**src/rtl/fdc_seq_pkg.sv**
```systemverilog
package fdc_seq_pkg;

  typedef enum logic [1:0] {PH_CMD, PH_EXEC, PH_RES} phase_e;

  typedef struct packed {
    logic       known;   // opcode recognised
    logic       run;     // needs the execution unit
    logic [3:0] n_cmd;   // total command bytes
    logic [2:0] n_res;   // result bytes
  } op_info_t;

  localparam logic [7:0] VERSION_BYTE = 8'h90;
  localparam logic [7:0] INVALID_BYTE = 8'h80;
  localparam logic [4:0] OP_SPECIFY   = 5'b00011;

  function automatic op_info_t mk(input logic k, input logic r,
                                  input logic [3:0] c, input logic [2:0] s);
    op_info_t i;
    i.known = k;
    i.run   = r;
    i.n_cmd = c;
    i.n_res = s;
    return i;
  endfunction

  function automatic op_info_t lookup(input logic [4:0] op);
    case (op)
      5'b00110, 5'b01100, 5'b00101, 5'b01001,
      5'b00010, 5'b10001, 5'b11001, 5'b11101: return mk(1'b1, 1'b1, 4'd9, 3'd7);
      5'b01010: return mk(1'b1, 1'b1, 4'd2, 3'd7);
      5'b01101: return mk(1'b1, 1'b1, 4'd6, 3'd7);
      5'b00111: return mk(1'b1, 1'b1, 4'd2, 3'd0);
      5'b01000: return mk(1'b1, 1'b1, 4'd1, 3'd2);
      5'b00011: return mk(1'b1, 1'b1, 4'd3, 3'd0);
      5'b00100: return mk(1'b1, 1'b1, 4'd2, 3'd1);
      5'b01111: return mk(1'b1, 1'b1, 4'd3, 3'd0);
      5'b10000: return mk(1'b1, 1'b0, 4'd1, 3'd1);
      default:  return mk(1'b0, 1'b0, 4'd1, 3'd1);
    endcase
  endfunction

endpackage

```
**src/rtl/fdc_op_decode.sv**
```systemverilog
module fdc_op_decode
  import fdc_seq_pkg::*;
#(
  parameter int DW = 8
) (
  input  logic [DW-1:0] first_byte,
  output logic [4:0]    op,
  output op_info_t      info
);
  assign op   = first_byte[4:0];
  assign info = lookup(op);
endmodule

```
**src/rtl/fdc_cmd_collect.sv**
```systemverilog
module fdc_cmd_collect #(
  parameter int DW      = 8,
  parameter int MAX_CMD = 9,
  localparam int CNT_W  = $clog2(MAX_CMD + 1),
  localparam int BUF_W  = MAX_CMD * DW
) (
  input  logic             clk,
  input  logic             rst_n,
  input  logic             accept,
  input  logic [DW-1:0]    din,
  input  logic [3:0]       n_cmd,
  output logic [DW-1:0]    first_byte,
  output logic [CNT_W-1:0] cnt,
  output logic             complete,
  output logic [BUF_W-1:0] next_buf
);
  logic [BUF_W-1:0] buf_q;

  always_comb begin
    next_buf = buf_q;
    next_buf[cnt*DW +: DW] = din;
  end

  assign first_byte = (cnt == '0) ? din : buf_q[DW-1:0];
  assign complete   = accept && ((cnt + CNT_W'(1)) == CNT_W'(n_cmd));

  always_ff @(posedge clk) begin
    if (!rst_n) begin
      buf_q <= '0;
      cnt   <= '0;
    end else if (accept) begin
      buf_q <= next_buf;
      cnt   <= complete ? '0 : cnt + CNT_W'(1);
    end
  end

  AST_CNT_BOUND: assert property (@(posedge clk) disable iff (!rst_n)
    cnt < CNT_W'(MAX_CMD));
endmodule

```
**src/rtl/fdc_result_buf.sv**
```systemverilog
module fdc_result_buf #(
  parameter int DW      = 8,
  parameter int MAX_RES = 7,
  localparam int RES_W  = $clog2(MAX_RES + 1),
  localparam int RBITS  = MAX_RES * DW
) (
  input  logic             clk,
  input  logic             rst_n,
  input  logic             load,
  input  logic [RES_W-1:0] load_len,
  input  logic [RBITS-1:0] load_data,
  input  logic             adv,
  output logic [DW-1:0]    dout,
  output logic             last
);
  logic [RBITS-1:0] data_q;
  logic [RES_W-1:0] len_q;
  logic [RES_W-1:0] idx_q;

  assign dout = data_q[idx_q*DW +: DW];
  assign last = (idx_q + RES_W'(1)) == len_q;

  always_ff @(posedge clk) begin
    if (!rst_n) begin
      data_q <= '0;
      len_q  <= '0;
      idx_q  <= '0;
    end else if (load) begin
      data_q <= load_data;
      len_q  <= load_len;
      idx_q  <= '0;
    end else if (adv && !last) begin
      idx_q  <= idx_q + RES_W'(1);
    end
  end

  AST_IDX_BOUND: assert property (@(posedge clk) disable iff (!rst_n)
    (len_q != '0) |-> (idx_q < len_q));
endmodule

```
**src/rtl/fdc_cmd_seq.sv**
```systemverilog
module fdc_cmd_seq
  import fdc_seq_pkg::*;
#(
  parameter int DW       = 8,
  parameter int MAX_CMD  = 9,
  parameter int MAX_RES  = 7,
  parameter int N_DRIVES = 4
) (
  input  logic                  clk,
  input  logic                  rst_n,
  input  logic                  wr_en,
  input  logic [DW-1:0]         wr_data,
  input  logic                  rd_en,
  output logic [DW-1:0]         rd_data,
  output logic [7:0]            msr,
  input  logic [N_DRIVES-1:0]   drive_busy,
  output logic                  exec_start,
  output logic [4:0]            exec_op,
  output logic [MAX_CMD*DW-1:0] exec_cmd,
  input  logic                  exec_done,
  input  logic [MAX_RES*DW-1:0] exec_res
);
  localparam int CNT_W = $clog2(MAX_CMD + 1);
  localparam int RES_W = $clog2(MAX_RES + 1);
  localparam int BUF_W = MAX_CMD * DW;
  localparam int RBITS = MAX_RES * DW;

  phase_e           phase;
  logic             nd_q;
  logic [RES_W-1:0] pend_len;

  // named internal events
  logic             cmd_accept;
  logic             cmd_complete;
  logic             res_load;
  logic             res_finish;
  logic             res_last;

  logic [DW-1:0]    first_byte;
  logic [CNT_W-1:0] cnt;
  logic [BUF_W-1:0] next_buf;
  logic [4:0]       op;
  op_info_t         info;
  logic [RES_W-1:0] load_len;
  logic [RBITS-1:0] load_data;
  logic [DW-1:0]    res_byte;

  assign cmd_accept = wr_en && (phase == PH_CMD);

  fdc_cmd_collect #(.DW(DW), .MAX_CMD(MAX_CMD)) u_collect (
    .clk(clk), .rst_n(rst_n), .accept(cmd_accept), .din(wr_data),
    .n_cmd(info.n_cmd), .first_byte(first_byte), .cnt(cnt),
    .complete(cmd_complete), .next_buf(next_buf)
  );

  fdc_op_decode #(.DW(DW)) u_decode (
    .first_byte(first_byte), .op(op), .info(info)
  );

  always_comb begin
    if (phase == PH_EXEC) begin
      res_load  = exec_done;
      load_len  = pend_len;
      load_data = exec_res;
    end else begin
      res_load  = cmd_complete && !info.run;
      load_len  = RES_W'(1);
      load_data = RBITS'(info.known ? VERSION_BYTE : INVALID_BYTE);
    end
  end

  fdc_result_buf #(.DW(DW), .MAX_RES(MAX_RES)) u_result (
    .clk(clk), .rst_n(rst_n), .load(res_load), .load_len(load_len),
    .load_data(load_data), .adv(rd_en && (phase == PH_RES)),
    .dout(res_byte), .last(res_last)
  );

  assign res_finish = (phase == PH_RES) && rd_en && res_last;

  always_ff @(posedge clk) begin
    if (!rst_n) begin
      phase      <= PH_CMD;
      nd_q       <= 1'b0;
      pend_len   <= '0;
      exec_start <= 1'b0;
      exec_op    <= '0;
      exec_cmd   <= '0;
    end else begin
      exec_start <= 1'b0;
      case (phase)
        PH_CMD: if (cmd_complete) begin
          if (info.run) begin
            exec_start <= 1'b1;
            exec_op    <= op;
            exec_cmd   <= next_buf;
            pend_len   <= RES_W'(info.n_res);
            if (op == OP_SPECIFY) nd_q <= next_buf[2*DW];
            phase      <= (info.n_res == '0) ? PH_CMD : PH_EXEC;
          end else begin
            phase      <= PH_RES;
          end
        end
        PH_EXEC: if (exec_done) phase <= PH_RES;
        PH_RES:  if (res_finish) phase <= PH_CMD;
        default: phase <= PH_CMD;
      endcase
    end
  end

  assign rd_data = (phase == PH_RES) ? res_byte : '0;

  always_comb begin
    msr      = '0;
    msr[7]   = (phase != PH_EXEC);
    msr[6]   = (phase == PH_RES);
    msr[5]   = nd_q;
    msr[4]   = (phase != PH_CMD) || (cnt != '0);
    msr[N_DRIVES-1:0] = drive_busy;
  end

  AST_START_AFTER_WRITE: assert property (@(posedge clk) disable iff (!rst_n)
    exec_start |-> $past(wr_en));
  AST_RESULT_ENTRY_READY: assert property (@(posedge clk) disable iff (!rst_n)
    $rose(msr[6]) |-> (msr[7] && msr[4]));
  AST_RESULT_EXIT_ON_READ: assert property (@(posedge clk) disable iff (!rst_n)
    $fell(msr[6]) |-> ($past(rd_en) && !msr[4] && msr[7]));
  AST_RESULT_HAS_CAUSE: assert property (@(posedge clk) disable iff (!rst_n)
    $rose(msr[6]) |-> ($past(wr_en) || $past(exec_done)));
endmodule

```
**config.mk**
```make
export PLATFORM = sky130hd
export DESIGN_NAME = fdc_cmd_seq
export DESIGN_NICKNAME = d
export VERILOG_FILES = /design/src/rtl/fdc_seq_pkg.sv /design/src/rtl/fdc_op_decode.sv /design/src/rtl/fdc_cmd_collect.sv /design/src/rtl/fdc_result_buf.sv /design/src/rtl/fdc_cmd_seq.sv
export SDC_FILE = /design/constraint.sdc
export NUM_CORES = 1
export LEC_CHECK = 0
export BUFFER_PORTS_ARGS = -buffer_cell sky130_fd_sc_hd__clkbuf_2
export CORE_AREA = 2 2 137 139
export CTS_CLUSTER_SIZE = 24
export DETAILED_ROUTE_END_ITERATION = 10
export DIE_AREA = 0 0 139 141
export GPL_ROUTABILITY_DRIVEN = 0
export PLACE_DENSITY_LB_ADDON = 0.1
export REMOVE_ABC_BUFFERS = 1
export SYNTH_ARGS = -nofsm -noshare
export SYNTH_HDL_FRONTEND = slang
export SYNTH_SLANG_ARGS = --single-unit
```
**constraint.sdc**
```tcl
create_clock -name clk -period 4.67 [get_ports clk]
set_input_delay 1.401 -clock clk [delete_from_list [all_inputs] [get_ports clk]]
set_output_delay 1.401 -clock clk [all_outputs]
set_load 0.02 [all_outputs]
```
==> impl_metrics.tcl, run 1 <==
set metrics [dict create \
    status "finished clean" \
    yosys_warnings 0 \
    grt_usage_pct 24.83 \
    syn_inst 1072 \
    vias 8455 \
    r2r_setup_slack_ps 460 \
    dp_hpwl_um 16440 \
    worst_ep_required_time_ps 5100 \
    async_flop_share_pct 0 \
    htree_levels 1 \
    ys_top_cells_by_area "dfxtp_1 44%, mux2i_1 12%, a211oi_1 5.3%" \
    ff_latch_area_um2 4444 \
    critPathSlowestCell "buf_4" \
    wl_per_cell_um 17.89 \
    clk_latency_ps 520 \
    synth_edf_count 0 \
    io_pins 167 \
    drt.antenna.violating_nets 0 \
    fin_nets 1259 \
    drc_errors 0 \
    die_y_um 141 \
    ctsHoldBuffers 0 \
    min_period_over_period_pct 90.14 \
    initial_utilization_pct 55.77 \
    worstSetupPathType "reg2reg" \
    cts-root-buf "clkbuf_16" \
    cts_setup_buffers 0 \
    dp_cells 1386 \
    yosysMostFrequentCell "dfxtp_1" \
    reg2reg_to "exec_cmd[27]$_SDFFE_PN0P_" \
    fp.dieArea_um2 19600 \
    hp-class "reg2reg" \
    path_depth 14 \
    yosysTopAreaCell "dfxtp_1" \
    multi_input_area_um2 5255 \
    ys_types 65 \
    reg2reg_from "u_collect.cnt[0]$_SDFFE_PN0P_" \
    cts_buffers 24 \
    core_area_um2 18270 \
    drtPass1Iterations 5 \
    ir_drop_uv 466.4 \
    syn_avg_cell_area_um2 9.504 \
    worstMarginPinSlew_ps 897.4 \
    reg2reg_depth 14 \
    clkTransAtPathRegs_ps 60 \
    hold_viol 0 \
    skew_ps 15.30 \
    end_kind "register" \
    fin_cells 1427 \
    grt_start_max_net_pins 62 \
    cts-resized-gates 0 \
    netlist_area_um2 10190 \
    antenna_found_initial 0 \
    crit_path_max_incr_delay_ps 450 \
    max_clock_freq_mhz 237.6 \
    area_growth_syn_to_layout_pct 16.47 \
    fin_crit_ps 4209 \
    grt_pass1_vias 7752 \
    p_leak_nw 4.837 \
    crit_family "simple AND/OR/NAND/NOR gates" \
    maxCapViolations 0 \
    row_count 50 \
    path_cells "clkinv_1 -> ha_1 -> nor3b_4 -> mux2i_1 -> inv_1 -> ha_1 -> nor4b_1 -> mux2i_1 -> or2_2 -> and4b_1 -> a211oi_4 -> buf_4 -> a31oi_1 -> a211oi_1" \
    yosysSeqAreaShare_pct 43.62 \
    fin_tns_setup_ps 0 \
    holdPathEnd "u_collect.buf_q[14]$_SDFFE_PN0P_" \
    start_kind "register" \
    power_density_nw_per_um2 626.2 \
    slew_headroom_pct 39.85 \
    drive_gt1_share_pct 23.64 \
    overflow 0 \
    drt_wl_total_um 25530 \
    io_buffers 158 \
    power_mw 7.431 \
    maxSlewViolCount 0 \
    whs_ps 452.0 \
    cp.arrival_ps 4640 \
    synth_common_cells "222 x dfxtp_1, 119 x mux2i_1, 111 x nand2_1" \
    drtIter0Drc 604 \
    cts_buffer_depth 3 \
    worst_slack_ps 460.6 \
    clock_sinks 222 \
    synth_top_area_share_pct 43.62 \
    hp-start "u_collect.buf_q[14]$_SDFFE_PN0P_" \
    n_fill_cell 1564 \
    diodes 0 \
    path_buf_inv 3 \
    critPathMaxFanout 38 \
    dp_slack_ps 240.7 \
    ys.flop_type "dfxtp_1" \
    hold_path_depth 2 \
    viasPerCell 5.925 \
    grt_pass1_wl_um 40930 \
    die_w_um 139 \
    rsz0062_at_grt "no" \
    setup_violations 0 \
    cts_tree "done" \
    ys_seq_elements 222 \
]
## power breakdown
group | switching [mW] | internal [mW]
Combinational | 2.05 | 1.06
Sequential | 0.216 | 2.23
Clock | 0.766 | 1.11
Total | 3.04 | 4.39
## worst reg2reg max path, stage by stage, from the launching register on
cell      delay [ps]
dfxtp_1          380
clkinv_1          90
ha_1             280
nor3b_4          400
mux2i_1          300
inv_1             90
ha_1             380
nor4b_1          310
mux2i_1          160
or2_2            310
and4b_1          240
a211oi_4         260
buf_4            450
a31oi_1          200
a211oi_1         260
## flip-flops by register name (all words and copies together), names as in the netlist
name             flops
u_result.len_q       3
exec_cmd            72
pend_len             3
u_collect.cnt        4
exec_start           1
phase                2
nd_q                 1
exec_op              5
u_result.idx_q       3
u_result.data_q     56
u_collect.buf_q     72
## worst max path at each step
stage                                   from                              end  slack, ps
5_1_grt        u_collect.cnt[0]$_SDFFE_PN0P_        exec_cmd[27]$_SDFFE_PN0P_        170
3_5_place_dp                      wr_data[1]    u_collect.cnt[2]$_SDFFE_PN0P_        240
2_1_floorplan  u_collect.cnt[0]$_SDFFE_PN0P_  u_result.data_q[0]$_SDFFE_PN0P_      -2970
4_1_cts        u_collect.cnt[0]$_SDFFE_PN0P_        exec_cmd[27]$_SDFFE_PN0P_        540
3_3_place_gp                      wr_data[1]    u_collect.cnt[2]$_SDFFE_PN0P_        310
6_report       u_collect.cnt[0]$_SDFFE_PN0P_        exec_cmd[27]$_SDFFE_PN0P_        460
## area by class of cell
| type | count | area share [%] |
|---|---|---|
| inverters | 13 | 0.4323 |
| multi-input cells | 729 | 44.29 |
| clock buffers | 35 | 6.000 |
| flip-flops and latches | 222 | 37.45 |
| clock inverters | 6 | 0.5905 |
| repair buffers | 188 | 8.773 |
| well taps | 234 | 2.467 |
## routing by layer
layer | GRT usage, % | part of all wire (%)
met1 | 35.60 | 46
met2 | 39.98 | 47
met3 | 3.736 | 5.1
met4 | 5.369 | 1.6
met5 | 0 | 0
## kinds of logic after synthesis
group                    synth area share [%]
AO/OA/AOI/OAI                           19.48
XOR/XNOR                                1.032
adder cells (fa/ha/maj)                0.9825
buffers and inverters                   5.317
flip-flops                              43.62
multiplexers                            16.70
AND/OR/NAND/NOR                         12.87
## through the flow
stage	area [um2]	utilization (%)
2_1_floorplan	9696	-
3_3_place_gp	11080	60.68
3_5_place_dp	11080	60.68
4_1_cts	11870	64.96
5_1_grt	11870	64.96
6_report	11870	64.96
## layout by cell type, fill, tap and decap left out, drive strengths merged, types with 3 or more instances in the layout
| cell type | netlist | routed |
|---|---|---|
| a311oi | 4 | 4 |
| a21oi | 36 | 36 |
| clkinv | 1 | 5 |
| and3 | 9 | 9 |
| nand4 | 4 | 4 |
| inv | 12 | 13 |
| mux2 | 29 | 29 |
| dfxtp | 222 | 222 |
| or2 | 3 | 3 |
| nand2 | 111 | 111 |
| a22o | 56 | 56 |
| nand2b | 7 | 7 |
| nand4b | 4 | 4 |
| mux2i | 119 | 119 |
| nor3b | 3 | 3 |
| buf | 39 | 30 |
| a31o | 3 | 3 |
| nor2b | 13 | 13 |
| clkbuf | 69 | 193 |
| o211ai | 11 | 11 |
| o21ai | 12 | 12 |
| xnor2 | 8 | 8 |
| ha | 8 | 8 |
| a211oi | 73 | 73 |
| mux4 | 8 | 8 |
| nor2 | 79 | 79 |
| nor3 | 10 | 10 |
| a31oi | 63 | 63 |
| a21boi | 5 | 5 |
| nand3 | 9 | 9 |
| and2 | 12 | 12 |
| xor2 | 4 | 4 |
No activity file was read; power rests on OpenSTA's default activity.
==> run 2: changes to the inputs <==
--- a/config.mk
+++ b/config.mk
@@ -11,7 +11,7 @@
 export DETAILED_ROUTE_END_ITERATION = 10
 export DIE_AREA = 0 0 139 141
 export GPL_ROUTABILITY_DRIVEN = 0
-export PLACE_DENSITY_LB_ADDON = 0.1
+export PLACE_DENSITY = 0.77
 export REMOVE_ABC_BUFFERS = 1
 export SYNTH_ARGS = -nofsm -noshare
 export SYNTH_HDL_FRONTEND = slang
==> impl_metrics.tcl, run 2 (synthesized netlist as in run 1, its figures left out) <==
set metrics [dict create \
    worst_slack_ps 374.7 \
    crit_family "simple AND/OR/NAND/NOR gates" \
    min_period_over_period_pct 91.98 \
    slew_headroom_pct 22.32 \
    io_pins 167 \
    reg_top3 "exec_cmd x72, u_collect.buf_q x72, u_result.data_q x56" \
    row_count 50 \
    htree_levels 1 \
    grt_pass1_wl_um 41900 \
    cts_buffers 24 \
    area_growth_syn_to_layout_pct 16.20 \
    worstMarginPinSlew_ps 1155 \
    die_y_um 141 \
    layout_common_cells "222 x dfxtp_1, 158 x clkbuf_2, 119 x mux2i_1, 111 x nand2_1, 78 x nor2_1" \
    mostFrequentLayoutCell "dfxtp_1" \
    rsz0062_at_grt "no" \
    cts_tree "done" \
    p_leak_nw 4.818 \
    power_mw 7.429 \
    drtPass1Iterations 6 \
    worstSetupPathType "reg2reg" \
    io_buffers 158 \
    cp-startpoint "u_collect.cnt[0]$_SDFFE_PN0P_" \
    critPathMaxFanout 55 \
    hold_viol 0 \
    clkTransAtPathRegs_ps 60 \
    vias 8603 \
    ir_drop_uv 514.7 \
    path_depth 14 \
    grt_start_max_net_pins 73 \
    die_w_um 139 \
    r2r_setup_slack_ps 370 \
    drt_wl_total_um 25880 \
    path_cells "clkinv_1 -> ha_1 -> nor3b_4 -> mux2i_1 -> inv_1 -> ha_1 -> nor4b_1 -> mux2i_1 -> or2_2 -> and4b_1 -> a211o_1 -> nor3_4 -> buf_12 -> a211oi_1" \
    power_density_nw_per_um2 627.5 \
    end_kind "register" \
    hold_path_depth 2 \
    worst_ep_required_time_ps 5040 \
    drtIter0Drc 599 \
    reg2reg_depth 14 \
    clock_sinks 222 \
    maxSlewViolCount 0 \
    initial_utilization_pct 55.77 \
    fp.dieArea_um2 19600 \
    path_buf_inv 3 \
    drive_gt1_share_pct 23.53 \
    reg2reg_to "exec_cmd[10]$_SDFFE_PN0P_" \
    dp_slack_ps 263.7 \
    hp-class "reg2reg" \
    drt.antenna.violating_nets 0 \
    diodes 0 \
    antenna_found_initial 0 \
    cts_buffer_depth 3 \
    dp_hpwl_um 16860 \
    dp_cells 1380 \
    endpoint "exec_cmd[10]$_SDFFE_PN0P_" \
    drc_errors 0 \
    grt_usage_pct 25.48 \
    setup_violations 0 \
    wl_per_cell_um 18.17 \
    crit_path_max_incr_delay_ps 460 \
    overflow 0 \
    start_kind "register" \
    status "finished clean" \
    clk_latency_ps 530 \
    grt_pass1_vias 8214 \
    reg2reg_from "u_collect.cnt[0]$_SDFFE_PN0P_" \
    viasPerCell 6.041 \
    whs_ps 454.5 \
    maxCapViolations 0 \
    critPathSlowestCell "dfxtp_1" \
    fin_crit_ps 4295 \
    cts-root-buf "clkbuf_16" \
    skew_ps 26.79 \
    cp.arrival_ps 4660 \
    core_area_um2 18270 \
    max_clock_freq_mhz 232.8 \
    fin_nets 1253 \
    final_util_pct 64.81 \
    fin_cells 1424 \
]
-- run 2: cell types whose count changed in the layout (fill, tap and decap cells not counted), sizes merged --
cell and delta:
bufinv +1, clkinv +6, buf -6, clkinvlp +1, inv -1, clkbuf -4
-- run 2: final cells by class --
class	count	area [um2]
sequential	222	4444
clock buffer	31	666.9
multi-input combinational	729	5255
clock inverter	13	128.9
fill	1514	6429
timing repair buffer	182	999.7
tap	234	292.8
inverter	13	51.30
-- run 2: per-stage QoR --
stage / cell area [um2] / TNS (ps)
6_report: 11840 / 0
5_1_grt: 11840 / 0
4_1_cts: 11840 / 0
3_5_place_dp: 11040 / 0
3_3_place_gp: 11040 / 0
2_1_floorplan: 9696 / -258370
-- run 2: worst min-delay path by stage --
stage	startpoint	to
6_report	u_collect.buf_q[13]$_SDFFE_PN0P_	u_collect.buf_q[13]$_SDFFE_PN0P_
3_3_place_gp	u_collect.buf_q[25]$_SDFFE_PN0P_	u_collect.buf_q[25]$_SDFFE_PN0P_
3_5_place_dp	u_collect.buf_q[27]$_SDFFE_PN0P_	u_collect.buf_q[27]$_SDFFE_PN0P_
2_1_floorplan	u_result.data_q[4]$_SDFFE_PN0P_	u_result.data_q[4]$_SDFFE_PN0P_
4_1_cts	u_collect.buf_q[11]$_SDFFE_PN0P_	u_collect.buf_q[11]$_SDFFE_PN0P_
5_1_grt	u_collect.buf_q[12]$_SDFFE_PN0P_	u_collect.buf_q[12]$_SDFFE_PN0P_
-- run 2: routing by layer --
layer	GRT usage (%)	up-vias	wire [um]	share of wire (%)
met5	0	-	0	0
met4	6.539	0	592	2.3
met3	3.261	51	1214	4.7
met2	42.55	257	12510	48
met1	35.24	4182	11560	45
li1	-	4113	-	-
-- run 2: where the power goes --
part / total (mW) / internal (mW) / switching, mW / leakage, nW
Combinational: 3.07 / 1.03 / 2.05 / 2.62
Sequential: 2.45 / 2.23 / 0.225 / 1.80
Clock: 1.90 / 1.12 / 0.781 / 0.399
Total: 7.43 / 4.38 / 3.05 / 4.82
-- run 2: what timing repair did --
action	CTS	global route
setup endpoints to repair	0	1
hold buffers	0	0
resized for setup	0	1
setup buffers	0	0
endpoints found under the hold margin	0	0
-- run 2: worst reg2reg max path: stages (launching register included) --
cell      delay [ps]
dfxtp_1          460
clkinv_1         330
ha_1             380
nor3b_4          200
mux2i_1          210
inv_1            110
ha_1             390
nor4b_1          300
mux2i_1          140
or2_2            290
and4b_1          240
a211o_1          350
nor3_4           270
buf_12           270
a211oi_1         200
==> run 3: changes to the inputs <==
==> constraint.sdc (replaced) <==
create_clock -name clk -period 4.67 [get_ports clk]
set_input_delay 0.2335 -clock clk [delete_from_list [all_inputs] [get_ports clk]]
set_output_delay 0.2335 -clock clk [all_outputs]
set_load 0.02 [all_outputs]
==> impl_metrics.tcl, run 3 (synthesized netlist as in run 1, its figures left out) <==
set metrics [dict create \
    htree_levels 1 \
    row_count 50 \
    top_usage_layer "met2" \
    fin_crit_ps 4235 \
    rsz0062_at_grt "no" \
    mostFrequentLayoutCell "dfxtp_1" \
    fp.dieArea_um2 19600 \
    clk_latency_ps 510 \
    critPathMaxFanout 32 \
    drt_wl_total_um 26780 \
    path_cells "clkinv_1 -> ha_1 -> nor3b_4 -> mux2i_1 -> inv_1 -> ha_1 -> nor4b_1 -> mux2i_1 -> or2_2 -> and4b_1 -> a211oi_4 -> buf_4 -> a31oi_1 -> a211oi_1" \
    cts_buffer_depth 3 \
    power_frac_comb_pct 41.3 \
    p_int_mw 4.419 \
    initial_utilization_pct 55.77 \
    whs_ps 27.94 \
    grtUsageMet2_pct 44.67 \
    layout_common_cells "222 x dfxtp_1, 158 x clkbuf_2, 119 x mux2i_1, 111 x nand2_1, 78 x nor2_1" \
    worst_ep_required_time_ps 5080 \
    setup_violations 0 \
    drive_gt1_share_pct 22.30 \
    maxCapViolations 0 \
    grt_start_max_net_pins 96 \
    cts_tree "done" \
    start_kind "register" \
    status "finished clean" \
    worstSetupPathType "reg2reg" \
    min_period_over_period_pct 90.68 \
    multi_input_area_um2 5255 \
    ff_latch_area_um2 4444 \
    hp-class "in2reg" \
    gr-usage-met3_pct 3.329 \
    end_kind "register" \
    grt_pass1_vias 8604 \
    skew_ps 12.80 \
    grt_usage_pct 26.45 \
    io_pins 167 \
    dp_hpwl_um 16320 \
    grt_use_met1_pct 34.79 \
    reg2reg_depth 14 \
    clkTransAtPathRegs_ps 60 \
    reg2reg_to "exec_cmd[13]$_SDFFE_PN0P_" \
    critPathSlowestCell "buf_4" \
    p_leak_nw 5.018 \
    area_growth_syn_to_layout_pct 21.33 \
    switchingPower_mw 3.054 \
    crit_path_max_incr_delay_ps 410 \
    cts_buffers 24 \
    overflow 0 \
    ir_drop_uv 348.9 \
    cts-root-buf "clkbuf_16" \
    antenna_found_initial 0 \
    power_density_nw_per_um2 604.5 \
    swShare_pct 40.87 \
    drt.antenna.violating_nets 0 \
    reg_top3 "exec_cmd x72, u_collect.buf_q x72, u_result.data_q x56" \
    worstMarginPinSlew_ps 991.6 \
    clock_sinks 222 \
    cp-startpoint "u_collect.cnt[0]$_SDFFE_PN0P_" \
    grt_pass1_wl_um 43580 \
    drtIter0Drc 820 \
    max_clock_freq_mhz 236.1 \
    reg2reg_from "u_collect.cnt[0]$_SDFFE_PN0P_" \
    core_area_um2 18270 \
    power_frac_clock_pct 25.7 \
    seqPwrFrac_pct 33.0 \
    vias 8905 \
    drc_errors 0 \
    fin_tns_setup_ps 0 \
    fin_nets 1305 \
    n_fill_cell 1397 \
    maxSlewViolCount 0 \
    hold_viol 0 \
    viasPerCell 6.033 \
    io_buffers 158 \
    wl_per_cell_um 18.14 \
    die_w_um 139 \
    cp.arrival_ps 4640 \
    r2r_setup_slack_ps 440 \
    endpoint "exec_cmd[13]$_SDFFE_PN0P_" \
    diodes 0 \
    slew_headroom_pct 33.80 \
    drtPass1Iterations 5 \
    die_y_um 141 \
]
run 3: timing repair:
action	CTS	global route
endpoints found under the hold margin	54	0
hold buffers	54	0
setup buffers	0	0
resized for setup	0	0
run 3: worst max-delay path: cells and delay by family (launching register included):
| kind | cells | cell delay [ps] |
|---|---|---|
| and+or+nand+nor | 4 | 1170 |
| buffers and inverters | 3 | 650 |
| muxes | 2 | 540 |
| DFF | 1 | 380 |
| AOI/OAI and AO/OA | 3 | 710 |
| adders and majority gates | 2 | 680 |
run 3: area by class of cell:
cell class | count | share of cell area, %
Inverter | 13 | 0.4150
Multi-Input combinational cell | 729 | 42.51
Tap cell | 234 | 2.368
Clock buffer | 32 | 5.516
Clock inverter | 12 | 1.032
Timing Repair Buffer | 234 | 12.21
Sequential cell | 222 | 35.95
run 3: stage by stage:
| step | power [mW] | instances | util [%] | area [um2] | setup slack [ps] |
|---|---|---|---|---|---|
| 6_report | 7.473 | 1476 | 67.67 | 12360 | 435.2 |
| 5_1_grt | 7.881 | 1476 | 67.67 | 12360 | 94.97 |
| 4_1_cts | 7.467 | 1476 | 67.67 | 12360 | 439.3 |
| 3_5_place_dp | 5.502 | 1378 | 60.28 | 11010 | 485.0 |
| 3_3_place_gp | 5.439 | 1378 | 60.28 | 11010 | 697.2 |
| 2_1_floorplan | 4.481 | 964 | - | 9696 | -2974 |
run 3: per-layer routing:
metal | vias up | wire length [um] | share of wire (%)
li1 | 4216 | - | -
met1 | 4276 | 11610 | 43
met2 | 331 | 12860 | 48
met3 | 82 | 1383 | 5.2
met4 | 0 | 918 | 3.4
met5 | - | 0 | 0
run 3: worst min path at each step:
stage                                     start                               end  slack (ps)  cells past startpoint
2_1_floorplan                             rst_n             phase[1]$_SDFFE_PN0P_         350                      1
4_1_cts                             exec_res[7]   u_result.data_q[7]$_SDFFE_PN0P_          20                      2
3_3_place_gp   u_collect.buf_q[25]$_SDFFE_PN0P_  u_collect.buf_q[25]$_SDFFE_PN0P_         440                      2
5_1_grt                             exec_res[7]   u_result.data_q[7]$_SDFFE_PN0P_          20                      2
3_5_place_dp   u_collect.buf_q[26]$_SDFFE_PN0P_  u_collect.buf_q[26]$_SDFFE_PN0P_         450                      2
6_report                            exec_res[7]   u_result.data_q[7]$_SDFFE_PN0P_          30                      2
run 3: power groups by stage:
stage                     Sequential, mW  Clock, mW  Combinational (mW)
after CTS                           2.46       1.95                3.06
after global routing                2.50       2.02                3.36
after global placement              2.49          0                2.95
after detailed placement            2.50          0                3.01
after floorplan                     2.70          0                1.78
final                               2.46       1.92                3.09
